==> src/rtl/vwspi_pkg.sv <==
// Package: shared constants, transmit entry type and engine states for the
// variable-width SPI master. Assumes chunks never exceed 24 bits.
package vwspi_pkg;
    localparam int unsigned CHUNK_MAX = 24;
    localparam int unsigned LEN_W     = 5;
    localparam int unsigned DIV_W     = 12;

    // register indices
    localparam logic [2:0] A_CTRL0  = 3'd0;
    localparam logic [2:0] A_CTRL1  = 3'd1;
    localparam logic [2:0] A_STATUS = 3'd2;
    localparam logic [2:0] A_DATA   = 3'd3;
    localparam logic [2:0] A_HOLD   = 3'd4;

    // control word bit positions
    localparam int unsigned C0_PHASE_IN  = 10;
    localparam int unsigned C0_ENABLE    = 11;
    localparam int unsigned C0_CLEAR     = 9;
    localparam int unsigned C0_PHASE_OUT = 8;
    localparam int unsigned C0_CPOL      = 7;
    localparam int unsigned C0_MSB_OUT   = 6;
    localparam int unsigned C1_IE_IDLE   = 7;
    localparam int unsigned C1_IE_TXE    = 6;
    localparam int unsigned C1_MSB_IN    = 1;

    typedef struct packed {
        logic                 hold;
        logic [LEN_W-1:0]     len;
        logic [CHUNK_MAX-1:0] data;
    } tx_entry_t;

    typedef enum logic [1:0] {ST_IDLE, ST_SHIFT, ST_GAP} eng_state_t;

    // Map a raw 8-bit count field onto 1..24.
    function automatic logic [LEN_W-1:0] clamp_len(input logic [7:0] f);
        if (f == 8'd0 || f > 8'(CHUNK_MAX)) return LEN_W'(CHUNK_MAX);
        return f[LEN_W-1:0];
    endfunction
endpackage

==> src/rtl/vwspi_fifo.sv <==
// Synchronous FIFO with flush. Push when full and pop when empty are ignored.
// Assumes DEPTH >= 2. dout shows the oldest entry whenever empty is low.
module vwspi_fifo #(
    parameter int unsigned W     = 8,
    parameter int unsigned DEPTH = 4,
    localparam int unsigned AW   = $clog2(DEPTH)
) (
    input  logic          clk,
    input  logic          rst_n,
    input  logic          flush,
    input  logic          push,
    input  logic [W-1:0]  din,
    input  logic          pop,
    output logic [W-1:0]  dout,
    output logic [AW:0]   level,
    output logic          full,
    output logic          empty
);
    logic [W-1:0]  mem [DEPTH];
    logic [AW-1:0] wp, rp;
    logic          do_push, do_pop;

    assign full    = (level == (AW+1)'(DEPTH));
    assign empty   = (level == '0);
    assign do_push = push && !full && !flush;
    assign do_pop  = pop && !empty && !flush;
    assign dout    = mem[rp];

    // Storage write, no reset needed on the data array.
    always_ff @(posedge clk) begin
        if (do_push) mem[wp] <= din;
    end

    // Pointer and fill-level bookkeeping.
    always_ff @(posedge clk) begin
        if (!rst_n || flush) begin
            wp    <= '0;
            rp    <= '0;
            level <= '0;
        end else begin
            if (do_push) wp <= (wp == AW'(DEPTH-1)) ? '0 : wp + 1'b1;
            if (do_pop)  rp <= (rp == AW'(DEPTH-1)) ? '0 : rp + 1'b1;
            level <= level + {{AW{1'b0}}, do_push} - {{AW{1'b0}}, do_pop};
        end
    end
endmodule

==> src/rtl/vwspi_engine.sv <==
// Shift engine: takes one transmit entry, clocks out its bits, samples MISO,
// then holds SCLK idle for two periods before the next chunk. It assumes the
// configuration inputs stay stable while a chunk is in flight.
module vwspi_engine
    import vwspi_pkg::*;
(
    input  logic                 clk,
    input  logic                 rst_n,
    input  logic                 enable,
    input  logic [DIV_W-1:0]     speed,
    input  logic                 cpol,
    input  logic                 phase_out,
    input  logic                 phase_in,
    input  logic                 msb_out,
    input  logic                 msb_in,
    input  logic                 tx_valid,
    input  tx_entry_t            tx_entry,
    input  logic                 miso,
    output logic                 tx_pop,
    output logic                 rx_push,
    output logic [CHUNK_MAX-1:0] rx_word,
    output logic                 sclk,
    output logic                 mosi,
    output logic                 cs_n,
    output logic                 busy,
    output logic                 shifting,
    output logic [5:0]           bits_left
);
    localparam int unsigned HALF_W = LEN_W + 1;

    eng_state_t           state;
    logic [DIV_W-1:0]     div_cnt;
    logic [HALF_W-1:0]    half;
    logic [1:0]           gap;
    tx_entry_t            cur;
    logic                 phase, push_q;
    logic [CHUNK_MAX-1:0] rx_sh;
    logic                 tick, start, last_half, sample;
    logic [LEN_W-1:0]     idx_out, pos_out, idx_in;

    assign tick      = (div_cnt == speed);
    assign start     = (state == ST_IDLE) && enable && tx_valid;
    assign last_half = (half == HALF_W'({cur.len, 1'b0}) - HALF_W'(1));
    assign sample    = tick && (state == ST_SHIFT) && (half[0] == phase_in);
    assign idx_in    = half[HALF_W-1:1];
    assign idx_out   = (phase_out && half != '0) ? LEN_W'((half - HALF_W'(1)) >> 1)
                                                 : half[HALF_W-1:1];
    assign pos_out   = msb_out ? LEN_W'(CHUNK_MAX-1) - idx_out : idx_out;

    assign tx_pop    = start;
    assign rx_push   = push_q;
    assign rx_word   = rx_sh;
    assign sclk      = cpol ^ phase;
    assign busy      = (state != ST_IDLE);
    assign shifting  = (state == ST_SHIFT);
    assign mosi      = busy ? cur.data[pos_out] : 1'b0;
    assign bits_left = shifting ? 6'(cur.len) - 6'(idx_in) : 6'd0;

    // Half-period divider, restarted while idle.
    always_ff @(posedge clk) begin
        if (!rst_n || state == ST_IDLE || tick) div_cnt <= '0;
        else                                    div_cnt <= div_cnt + 1'b1;
    end

    // Chunk sequencing: start, half-period stepping, idle gap, CS release.
    always_ff @(posedge clk) begin
        if (!rst_n) begin
            state  <= ST_IDLE;
            half   <= '0;
            gap    <= '0;
            cur    <= '0;
            phase  <= 1'b0;
            cs_n   <= 1'b1;
            push_q <= 1'b0;
        end else begin
            push_q <= 1'b0;
            unique case (state)
                ST_IDLE: begin
                    if (start) begin
                        cur   <= tx_entry;
                        half  <= '0;
                        phase <= 1'b0;
                        cs_n  <= 1'b0;
                        state <= ST_SHIFT;
                    end else if (!enable) begin
                        cs_n <= 1'b1;
                    end
                end
                ST_SHIFT: begin
                    if (tick) begin
                        phase <= ~phase;
                        if (last_half) begin
                            state  <= ST_GAP;
                            gap    <= '0;
                            push_q <= 1'b1;
                        end else begin
                            half <= half + 1'b1;
                        end
                    end
                end
                default: begin
                    if (tick) begin
                        gap <= gap + 1'b1;
                        if (gap == 2'd1 && !cur.hold) cs_n <= 1'b1;
                        if (gap == 2'd3) state <= ST_IDLE;
                    end
                end
            endcase
        end
    end

    // Receive shifter: right-aligned capture in either bit order.
    always_ff @(posedge clk) begin
        if (!rst_n || start) rx_sh <= '0;
        else if (sample) begin
            if (msb_in) rx_sh <= {rx_sh[CHUNK_MAX-2:0], miso};
            else        rx_sh[idx_in] <= miso;
        end
    end
endmodule

==> src/rtl/vw_spi_master.sv <==
// Top: register file, TX/RX FIFOs and the shift engine. Data writes to
// index 3 release CS after the chunk; index 4 keeps it asserted. Reads of
// either data index pop the RX FIFO. Assumes one register access per cycle.
module vw_spi_master
    import vwspi_pkg::*;
#(
    parameter int unsigned FIFO_DEPTH = 4,
    localparam int unsigned LVL_W     = $clog2(FIFO_DEPTH) + 1
) (
    input  logic        clk,
    input  logic        rst_n,
    input  logic        reg_wr,
    input  logic        reg_rd,
    input  logic [2:0]  reg_addr,
    input  logic [31:0] reg_wdata,
    output logic [31:0] reg_rdata,
    output logic        irq_txe,
    output logic        irq_idle,
    output logic        spi_sclk,
    output logic        spi_mosi,
    input  logic        spi_miso,
    output logic        spi_cs_n
);
    logic [31:0]          ctrl0_q, ctrl1_q;
    logic                 data_addr, flush_req, tx_push, rx_pop;
    tx_entry_t            tx_in, tx_head;
    logic                 tx_pop, tx_full, tx_empty;
    logic                 rx_push, rx_full, rx_empty;
    logic [LVL_W-1:0]     tx_level, rx_level;
    logic [CHUNK_MAX-1:0] rx_word, rx_head;
    logic                 busy, shifting;
    logic [5:0]           bits_left;
    logic [31:0]          status;

    assign data_addr = (reg_addr == A_DATA) || (reg_addr == A_HOLD);
    assign flush_req = reg_wr && reg_addr == A_CTRL0 &&
                       reg_wdata[C0_CLEAR] && !reg_wdata[C0_ENABLE];
    assign tx_push   = reg_wr && data_addr;
    assign rx_pop    = reg_rd && data_addr;
    assign tx_in     = '{hold: (reg_addr == A_HOLD),
                         len:  clamp_len(reg_wdata[31:24]),
                         data: reg_wdata[CHUNK_MAX-1:0]};

    // Control word storage.
    always_ff @(posedge clk) begin
        if (!rst_n) begin
            ctrl0_q <= '0;
            ctrl1_q <= '0;
        end else if (reg_wr) begin
            if (reg_addr == A_CTRL0) ctrl0_q <= reg_wdata;
            if (reg_addr == A_CTRL1) ctrl1_q <= reg_wdata;
        end
    end

    vwspi_fifo #(.W($bits(tx_entry_t)), .DEPTH(FIFO_DEPTH)) u_txq (
        .clk(clk), .rst_n(rst_n), .flush(flush_req),
        .push(tx_push), .din(tx_in), .pop(tx_pop), .dout(tx_head),
        .level(tx_level), .full(tx_full), .empty(tx_empty));

    vwspi_fifo #(.W(CHUNK_MAX), .DEPTH(FIFO_DEPTH)) u_rxq (
        .clk(clk), .rst_n(rst_n), .flush(flush_req),
        .push(rx_push), .din(rx_word), .pop(rx_pop), .dout(rx_head),
        .level(rx_level), .full(rx_full), .empty(rx_empty));

    vwspi_engine u_eng (
        .clk(clk), .rst_n(rst_n),
        .enable(ctrl0_q[C0_ENABLE]), .speed(ctrl0_q[31:20]),
        .cpol(ctrl0_q[C0_CPOL]), .phase_out(ctrl0_q[C0_PHASE_OUT]),
        .phase_in(ctrl0_q[C0_PHASE_IN]), .msb_out(ctrl0_q[C0_MSB_OUT]),
        .msb_in(ctrl1_q[C1_MSB_IN]),
        .tx_valid(!tx_empty), .tx_entry(tx_head), .miso(spi_miso),
        .tx_pop(tx_pop), .rx_push(rx_push), .rx_word(rx_word),
        .sclk(spi_sclk), .mosi(spi_mosi), .cs_n(spi_cs_n),
        .busy(busy), .shifting(shifting), .bits_left(bits_left));

    assign status = {8'(tx_level), 8'(rx_level), 5'b0, tx_full, tx_empty,
                     rx_full, rx_empty, busy, bits_left};

    // Read-data selection by register index.
    always_comb begin
        unique case (reg_addr)
            A_CTRL0:         reg_rdata = ctrl0_q;
            A_CTRL1:         reg_rdata = ctrl1_q;
            A_STATUS:        reg_rdata = status;
            A_DATA, A_HOLD:  reg_rdata = rx_empty ? 32'd0 : 32'(rx_head);
            default:         reg_rdata = 32'd0;
        endcase
    end

    assign irq_txe  = ctrl1_q[C1_IE_TXE] && tx_empty;
    assign irq_idle = ctrl1_q[C1_IE_IDLE] && tx_empty && !busy;
endmodule

==> config.mk <==
export PLATFORM = sky130hd
export DESIGN_NAME = vw_spi_master
export DESIGN_NICKNAME = d
export VERILOG_FILES = /design/src/rtl/vwspi_pkg.sv /design/src/rtl/vwspi_fifo.sv /design/src/rtl/vwspi_engine.sv /design/src/rtl/vw_spi_master.sv
export SDC_FILE = /design/constraint.sdc
export NUM_CORES = 1
export LEC_CHECK = 0
export BUFFER_PORTS_ARGS = -buffer_cell sky130_fd_sc_hd__buf_2
export CAP_MARGIN = 20
export CORE_ASPECT_RATIO = 0.8
export CORE_MARGIN = 2
export CORE_UTILIZATION = 50
export DETAILED_ROUTE_END_ITERATION = 8
export HOLD_SLACK_MARGIN = 0.08
export PLACE_DENSITY = 0.67
export SLEW_MARGIN = 20
export SYNTH_ARGS = -nofsm -noshare
export SYNTH_HDL_FRONTEND = slang
export SYNTH_HIERARCHICAL = 1
export SYNTH_SLANG_ARGS = --single-unit
==> constraint.sdc <==
create_clock -name clk -period 8.85 [get_ports clk]
set_input_delay 0.885 -clock clk [delete_from_list [all_inputs] [get_ports clk]]
set_output_delay 0.885 -clock clk [all_outputs]
set_load 0.05 [all_outputs]
==> metrics <==
Seq/Total Area, Yosys=58.3%; R2R setup slack=5.79 ns; reg2reg end=u_txq/level[2]$_SDFF_PP0_; Core ar.=0.0326 mm2; Starting DRT DRC Count=1035; port buffer count=76; Mapped Avg Cell Area=12.2 um2; slew at the pin with the worst max-slew slack=1.18 ns; Detailed Route WL=38.7 mm; cell area after layout=0.0183 mm2; first-pass detailed-route iteration total=7; antenna violations before repair=1; Yosys cell types=76; R2R depth=13; CP max stage delay=0.69 ns; final max-slew violation count=0; number of global-route vias before repair=10200; Critical Path Fanout Max=18; Max IR drop VDD=0.000151 V; P&R area growth vs syn=10.2%; Post-Syn Instances=1361; first-pass GRT wire length=60.0 mm; CTS sink cnt=377; share of post-route cells with drive strength above 1=17.6%; Hold Path End=ctrl1_q[29]$_SDFFE_PN0P_; worst skew pair latency=0.53 ns; Hold Vio Cnt, Final=0; crit path DAT=3.86 ns; post-route ant nets=0; crit path buf inv count=2; Net Count, Synth=1429; Avg WL per Cell=20.9 um; CP Capture Type=primary output; Max-cap violations=0; number of flops mapped to enable cells by yosys=216; H-tree depth reported by CTS=2; CP delay by family, top=multiplexers; layout net count=1469; Num CTS Buffers=38; io pins=77; normalized max-slew margin=20.7%; Critical Path RT=7.97 ns; Leak Pwr=6.27 nW; Diodes inserted=0; worst hold path type=register to register; Worst Hold Launch=ctrl1_q[29]$_SDFFE_PN0P_; worst reg2reg path startpoint=u_txq/level[1]$_SDFF_PP0_; Synth Flop Type=edfxtp_1; TNS Setup=0 ns; Final min period=4.75 ns; Cell Area, Placed=0.0172 mm2; post-route clock skew=0.0113 ns; full die area=0.0348 mm2; vias per inst=5.84; Max Buffers Root-to-Sink=3; Rows=59; Clk pin slew, worst setup/hold paths=0.07 ns; total grt overflow=0; largest net degree at the start of global routing=92; Final period util=53.6%; Seq cells post-synth=377; max frequency=211 MHz; Ys Warns=6; Filler Cell Count=2699; vias=10800; Root Driver=clkbuf_16; drc violations=0; Netlist Area Pre-Place=0.0166 mm2; Resized cells post-CTS=0; Die W=208 um; CP max-delay cell=dfxtp_1; critical path launch point type=register; RePlAce Congestion=0.875; Post-CTS Repair Setup Buffers=0; Hold Path Stages=2; CTS tree=yes; Crit Path Category=register to primary output; Detailed Place HPWL=26.2 mm; PwrDens=191 mW/mm2; endpoints failing setup=0; Die Height=167 um; Hold-fix buffers, CTS=0; CP cell instances=inv_1, ha_1, o311a_1, mux2_4, xor2_2, mux4_2, a22o_1, o221ai_1, nand3_1, buf_2; status=finished clean; ys async rst share=0%; Initial Util=51.0%; overall routing resource usage=22.2%; RSZ-0062 raised after global routing=false
[cell type report]
class                      count  area, um2  area share, %
sequential                   377       9710           52.9
clock inverter                22        134          0.730
multi-input combinational    860       6320           34.4
tap                          427        534           2.91
timing repair buffer          88        473           2.58
inverter                      36        135          0.737
clock buffer                  47       1040           5.65
[report_power, final]
group | switching [W] | total, W | internal (W)
combinational | 0.0000848 | 0.000119 | 0.0000338
sequential | 0.00000804 | 0.00186 | 0.00186
clock | 0.000658 | 0.00152 | 0.000864
total | 0.000750 | 0.00350 | 0.00275
[layout by cell type, fill, tap and decap left out, types with 8 or more instances in the layout]
cell type  count
and2_1        12
mux4_1        11
o21ai_2       18
a21o_1        16
and3_2         8
a21oi_1       65
mux2i_1       24
nand3_1      127
nor2_1        49
a211oi_1      29
nand2_1      173
clkbuf_16     40
a22o_1        30
nand3b_1      12
buf_2         75
nor2b_1        9
mux4_2        48
nand4_1        9
nor3_1        13
buf_4         13
xor2_1         9
ha_1          25
clkinv_2      10
xnor2_1       32
inv_1         35
edfxtp_1     216
dfxtp_1      160
clkinv_1       8
o21ai_0       63
[synthesized netlist by cell type (25+ instances only)]
cell type / instances / area (um2)
edfxtp_1: 216 / 6490
nand2_1: 173 / 649
dfxtp_1: 161 / 3220
nand3_1: 127 / 636
a21oi_1: 65 / 325
o21ai_0: 63 / 315
nor2_1: 50 / 188
mux4_2: 48 / 1080
clkbuf_1: 45 / 169
inv_1: 35 / 131
xnor2_1: 32 / 280
a22o_1: 30 / 263
a211oi_1: 29 / 218
ha_1: 25 / 313
[cells by family (layout without fill, tap and decap cells)]
family | count (synthesis) | count (layout) | synth area share [%]
and+or+nand+nor | 461 | 461 | 13.9
DFF | 377 | 377 | 58.3
AOI/OAI and AO/OA | 244 | 244 | 9.68
buffers and inverters | 124 | 193 | 3.80
muxes | 85 | 85 | 9.83
xor gates and xnor gates | 42 | 42 | 2.25
adders and majority gates | 28 | 28 | 2.24
[per-layer routing]
layer	routed length [um]	track usage (%)	share of wire [%]
met1	18700	34.3	48
met2	17100	33.2	44
met3	2400	3.62	6.2
met4	564	4.53	1.5
met5	0	0	0
[tightest hold or removal path, cell delays in order (launching register included)]
cell     delay (ns)
dfxtp_1        0.31
nand3_1        0.06
nand2_1        0.04
[per-stage QoR]
step	utilization [%]	total power (W)	setup slack (ns)	cells	hold WS (ns)
6_report	56.2	0.00350	4.10	1857	0.449
5_1_grt	56.2	0.00361	3.79	1857	0.471
4_1_cts	56.2	0.00354	4.07	1857	0.450
3_5_place_dp	52.6	0.00202	4.48	1788	0.441
3_3_place_gp	52.6	0.00202	4.52	1788	0.436
2_1_floorplan	-	0.00198	4.89	1361	0.429
[sequential cells by signal, indices dropped and copies added, names as in the netlist, 3 cells and up, named ones only]
name	flops
ctrl0_q	32
u_eng/div_cnt	12
u_txq/level	3
u_rxq/mem	96
ctrl1_q	32
u_rxq/level	3
u_eng/cur	30
u_txq/mem	120
u_eng/half	6
u_eng/rx_word	24
[how the worst max path moves through the flow]
stage / depth (start not counted) / from / endpoint
final: 10 / u_eng/half[1]$_SDFFE_PN0P_ / spi_mosi
after global routing: 10 / u_eng/half[1]$_SDFFE_PN0P_ / spi_mosi
after CTS: 10 / u_eng/half[1]$_SDFFE_PN0P_ / spi_mosi
after detailed placement: 14 / reg_addr[0] / u_txq/level[2]$_SDFF_PP0_
after global placement: 14 / reg_addr[0] / u_txq/level[2]$_SDFF_PP0_
after floorplan: 10 / u_eng/half[1]$_SDFFE_PN0P_ / spi_mosi
No activity file was read; power rests on OpenSTA's default activity.
